--- src/rtl/fracn_pkg.sv ---
package fracn_pkg;

    // Default geometry of the divider
    localparam int unsigned DEF_CNT_W  = 8;
    localparam int unsigned DEF_FRAC_W = 8;
    localparam int unsigned DEF_MIN_N  = 2;

    // Kind of the division currently in progress
    typedef enum logic {
        DIV_BASE    = 1'b0,
        DIV_SWALLOW = 1'b1
    } div_kind_e;

    // Raise a requested integer ratio to the permitted floor
    function automatic int unsigned floor_ratio(input int unsigned req, input int unsigned lo);
        return (req < lo) ? lo : req;
    endfunction

endpackage

--- src/rtl/fracn_mod_ctr.sv ---
module fracn_mod_ctr
    import fracn_pkg::*;
#(
    parameter int unsigned CNT_W = DEF_CNT_W,
    parameter int unsigned MIN_N = DEF_MIN_N
) (
    input  logic             clk,
    input  logic             rst,
    input  logic [CNT_W-1:0] n_in,
    input  div_kind_e        kind,
    output logic             wrap,
    output logic [CNT_W:0]   cnt
);
    localparam int unsigned CW = CNT_W + 1;

    logic [CW-1:0]    cnt_q;
    logic [CW-1:0]    last_c;
    logic [CNT_W-1:0] n_q;
    logic [CNT_W-1:0] n_next;

    // Floor-clamped integer ratio, sampled only at a boundary
    always_comb n_next = CNT_W'(floor_ratio(32'(n_in), MIN_N));

    // Terminal count: n, plus one when this division swallows a cycle
    always_comb begin
        last_c = {1'b0, n_q} + {{CNT_W{1'b0}}, (kind == DIV_SWALLOW)} - CW'(1);
        wrap   = (cnt_q == last_c);
    end

    always_ff @(posedge clk) begin
        if (rst) begin
            cnt_q <= '0;
            n_q   <= n_next;
        end else if (wrap) begin
            cnt_q <= '0;
            n_q   <= n_next;
        end else begin
            cnt_q <= cnt_q + CW'(1);
        end
    end

    assign cnt = cnt_q;

endmodule

--- src/rtl/fracn_sigma_acc.sv ---
module fracn_sigma_acc
    import fracn_pkg::*;
#(
    parameter int unsigned FRAC_W = DEF_FRAC_W
) (
    input  logic              clk,
    input  logic              rst,
    input  logic              step,
    input  logic [FRAC_W-1:0] k_in,
    output logic [FRAC_W-1:0] acc,
    output div_kind_e         kind
);
    logic [FRAC_W-1:0] acc_q;
    div_kind_e         kind_q;
    logic [FRAC_W:0]   sum_c;

    always_comb sum_c = {1'b0, acc_q} + {1'b0, k_in};

    // Residue and registered overflow, both updated once per division
    always_ff @(posedge clk) begin
        if (rst) begin
            acc_q  <= '0;
            kind_q <= DIV_BASE;
        end else if (step) begin
            acc_q  <= sum_c[FRAC_W-1:0];
            kind_q <= sum_c[FRAC_W] ? DIV_SWALLOW : DIV_BASE;
        end
    end

    assign acc  = acc_q;
    assign kind = kind_q;

    AST_CARRY_MATCH: assert property (@(posedge clk) disable iff (rst)
        step |=> ((kind_q == DIV_SWALLOW) == (acc_q < $past(acc_q))));

endmodule

--- src/rtl/fracn_divider.sv ---
module fracn_divider
    import fracn_pkg::*;
#(
    parameter int unsigned CNT_W  = DEF_CNT_W,
    parameter int unsigned FRAC_W = DEF_FRAC_W,
    parameter int unsigned MIN_N  = DEF_MIN_N
) (
    input  logic              clk,
    input  logic              rst,
    input  logic [CNT_W-1:0]  ratio_int,
    input  logic [FRAC_W-1:0] ratio_frac,
    output logic              div_clk,
    output logic [FRAC_W-1:0] residue
);
    logic       wrap;
    logic [CNT_W:0] cnt;
    div_kind_e  kind;
    logic       div_q;

    fracn_mod_ctr #(.CNT_W(CNT_W), .MIN_N(MIN_N)) u_ctr (
        .clk  (clk),
        .rst  (rst),
        .n_in (ratio_int),
        .kind (kind),
        .wrap (wrap),
        .cnt  (cnt)
    );

    fracn_sigma_acc #(.FRAC_W(FRAC_W)) u_acc (
        .clk  (clk),
        .rst  (rst),
        .step (wrap),
        .k_in (ratio_frac),
        .acc  (residue),
        .kind (kind)
    );

    // Divided output: one pulse in the first cycle of each division
    always_ff @(posedge clk) begin
        if (rst) div_q <= 1'b0;
        else     div_q <= wrap;
    end

    assign div_clk = div_q;

    AST_PULSE_AT_START: assert property (@(posedge clk) disable iff (rst)
        div_q |-> (cnt == '0));

    AST_NO_SHORT_DIV: assert property (@(posedge clk) disable iff (rst)
        div_q |=> !div_q);

    AST_RES_HOLD: assert property (@(posedge clk) disable iff (rst)
        !div_q |-> $stable(residue));

    AST_ZERO_K: assert property (@(posedge clk) disable iff (rst)
        (wrap && (ratio_frac == '0)) |=> (kind == DIV_BASE));

endmodule

--- config.mk ---
export PLATFORM = sky130hd
export DESIGN_NAME = fracn_divider
export DESIGN_NICKNAME = d
export VERILOG_FILES = /design/src/rtl/fracn_pkg.sv /design/src/rtl/fracn_mod_ctr.sv /design/src/rtl/fracn_sigma_acc.sv /design/src/rtl/fracn_divider.sv
export SDC_FILE = /design/constraint.sdc
export NUM_CORES = 1
export LEC_CHECK = 0
export ABC_AREA = 1
export BUFFER_PORTS_ARGS = -buffer_cell sky130_fd_sc_hd__buf_2
export CORE_ASPECT_RATIO = 0.9
export CORE_UTILIZATION = 51
export CTS_CLUSTER_DIAMETER = 100
export DETAILED_ROUTE_END_ITERATION = 12
export PLACE_DENSITY = 0.73
export SLEW_MARGIN = 10
export SYNTH_ARGS = -nofsm -noshare
export SYNTH_HDL_FRONTEND = slang
export SYNTH_HIERARCHICAL = 1
export SYNTH_SLANG_ARGS = --single-unit
export TNS_END_PERCENT = 100
--- constraint.sdc ---
create_clock -name clk -period 3.9 [get_ports clk]
set_input_delay 0 -clock clk [delete_from_list [all_inputs] [get_ports clk]]
set_output_delay 0 -clock clk [all_outputs]
set_load 0.05 [all_outputs]
==> run_results.csv <==
group,metric,value,unit
run_status,status,"finished clean",
clock_tree,path_clk_slew,0.09,ns
timing,fin_tns_setup,0,ns
drt,antenna_left,0,
timing,setup_viol,0,
setup_path,start_kind,"register",
drt,finalWirelength,3350,um
logic_synthesis,syn_avg_cell_area,7.05,um2
setup_path,cp.required,4.07,ns
place,routabilityCongestion,0.823,
drt,wire_per_inst,10.5,um
clock_tree,post-cts-setup-buffers,0,
layout,syn_to_final_growth,16.0,%
timing,hold_viol,0,
logic_synthesis,netlist_area,1740,um2
timing,worst_slew_pin_slew,0.459,ns
setup_path,cp_cell_sequence,"inv_1, ha_1, ha_1, nand2_1, inv_1, nand3_1, nand3_1, nand2_1, nor2_1, nand2_2, inv_1, inv_2, a211oi_1, a21oi_1",
setup_path,slowest_delay,0.36,ns
floorplan,placementRows,19,
layout,postLayoutCoreUtil,64.2,%
place,dp_hpwl,2560,um
place,port_buffers,26,
timing,slew_headroom,69.3,%
flow_run,drv_cap,0,
logic_synthesis,syn_nets,276,
floorplan,dieArea,3640,um2
logic_synthesis,yosysUniqueCellTypes,28,
clock_tree,cts_tree,"yes",
place,place_ws,1.51,ns
layout,drive_above_1_share,15.2,%
floorplan,die_x,63.5,um
timing,rsz0062_at_grt,"false",
setup_path,path_class,"reg -> reg",
drt,first_pass_iters,4,
global_routing,grt_antenna_before_repair,0,
global_routing,grt_pass1_vias,1313,
min_path,holdCritPathClass,"in -> reg",
clock_tree,clock_latency,0.28,ns
layout,final_nets,308,
global_routing,overflow,0,
setup_path,worstPathArrival,2.57,ns
power,irDropWorstVdd,0.294,mV
global_routing,grt_max_degree,18,
clock_tree,clock-sinks,27,
floorplan,start_util,55.3,%
clock_tree,numCtsBuffers,3,
power,power.total,0.545,mW
drt,vias,1513,
timing,final_max_slew_viol_count,0,
logic_synthesis,synth_top_area_cell,"dfxtp_1",
global_routing,track_usage,20.4,%
timing,max_freq,416,MHz
drt,dr.first_iter.drc_count,122,
clock_tree,cts_max_level,1,
setup_path,end_kind,"register",
setup_path,crit_top_cell,"inv_1",
logic_synthesis,yosysSeqAreaShare,35.8,%
logic_synthesis,synth.ff_latch_count,27,
layout,mostFrequentLayoutCells,"59 x nand2_1, 40 x inv_1, 37 x nor2_1",
setup_path,slowest_stage,"edfxtp_1",
global_routing,grt_pass1_wl,5700,um
logic_synthesis,synth_top_area_share,21.9,%
clock_tree,postCtsHoldBufs,8,
drt,viasPerCell,4.74,
logic_synthesis,netlist_instances,246,
timing,timing.final.crit_period,2.40,ns
setup_path,cp_max_fo,16,
timing,setup_slack,1.50,ns
floorplan,pin_count,27,
layout,diodes,0,
floorplan,core_area,3140,um2
clock_tree,cts_resized,0,
timing,final.period_utilization,61.6,%
timing,hold_slack,0.0482,ns
layout,layout_commonest_cell,"nand2_1",
clock_tree,clock-root-buffer,"clkbuf_8",
logic_synthesis,ys_warn_count,6,
clock_tree,clockBufferDepth,2,
timing,finClkSkew,0.00209,ns
power,p_leak,1.03,nW
floorplan,die_h,57.3,um
logic_synthesis,synthTopCellsByArea,"dfxtp_1 22%, edfxtp_1 14%, nand2_1 13%",
power,power_density,271,nW/um2
drt,drc_errors,0,
==> layout make-up <==
cell class / count / area [um2]
fill: 283 / 1120
multi-input combinational: 171 / 927
sequential: 27 / 621
timing repair buffer: 34 / 210
inverter: 41 / 154
tap: 42 / 52.6
clock buffer: 3 / 41.3
clock inverter: 1 / 7.51
==> flip-flops by register name, summed over array words and instances, names as in the netlist <==
name / flops
u_acc/kind: 1
u_acc/acc: 8
u_ctr/cnt: 9
u_ctr/n_q: 8
div_clk: 1
==> cell usage after synthesis <==
library cell / instances
nand2_1: 59
inv_1: 40
xnor2_1: 4
a21oi_1: 2
nor2_2: 4
ha_1: 11
buf_6: 1
inv_2: 1
o21ai_1: 3
o211ai_1: 2
or2_4: 1
nand3_1: 22
nand2_4: 1
a21oi_4: 1
o21ai_0: 3
edfxtp_1: 8
dfxtp_1: 19
nor4_1: 1
nand2_2: 3
nor2_1: 37
xor2_1: 7
nand3b_1: 4
a211oi_1: 1
or2_2: 1
clkbuf_1: 6
nor3_1: 1
nand4_1: 2
fa_1: 1
==> power by group <==
group / internal (mW) / total, mW / switching [mW]
sequential: 0.298 / 0.306 / 0.00843
clock: 0.0727 / 0.163 / 0.0900
combinational: 0.0340 / 0.0763 / 0.0423
total: 0.404 / 0.545 / 0.141
==> final timing paths <==
| check | startpoint | endpoint | slack [ns] | cells after the start |
|---|---|---|---|---|
| hold reg to reg | u_ctr/cnt[0] | u_ctr/cnt[0] | 0.51 | 1 |
| setup / recovery | u_ctr/n_q[0] | u_acc/kind | 1.50 | 14 |
| setup reg to reg | u_ctr/n_q[0] | u_acc/kind | 1.50 | 14 |
| hold / removal | ratio_int[0] | u_ctr/n_q[0] | 0.05 | 3 |
==> cell families after synthesis <==
logic type	after synthesis	share of synthesized area, %
compound gates	12	4.54
xor+xnor	11	5.55
flops	27	35.8
fa+ha+maj	12	9.08
buf+inv	48	10.8
simple gates	136	34.2
==> critical path: cells and delay by family (launching register included) <==
| kind | cells | cell delay (ns) |
|---|---|---|
| buffers and inverters | 4 | 0.60 |
| AND/OR/NAND/NOR | 6 | 0.53 |
| adder cells (fa/ha/maj) | 2 | 0.52 |
| flip-flops | 1 | 0.36 |
| AO/OA/AOI/OAI | 2 | 0.27 |
==> per-stage QoR <==
stage | instances | area, um2
finish | 319 | 2010
global route | 319 | 2010
CTS | 319 | 2010
detailed placement | 307 | 1880
global placement | 307 | 1880
floorplan | 246 | 1740
==> metal layers <==
metal	GRT usage, %	share of wire, %	routed length, um
met1	29.3	54	1810
met2	29.3	40	1350
met3	4.80	3.7	125
met4	8.12	1.6	53
met5	0	0	0
Power figures use the tool's default switching activity.
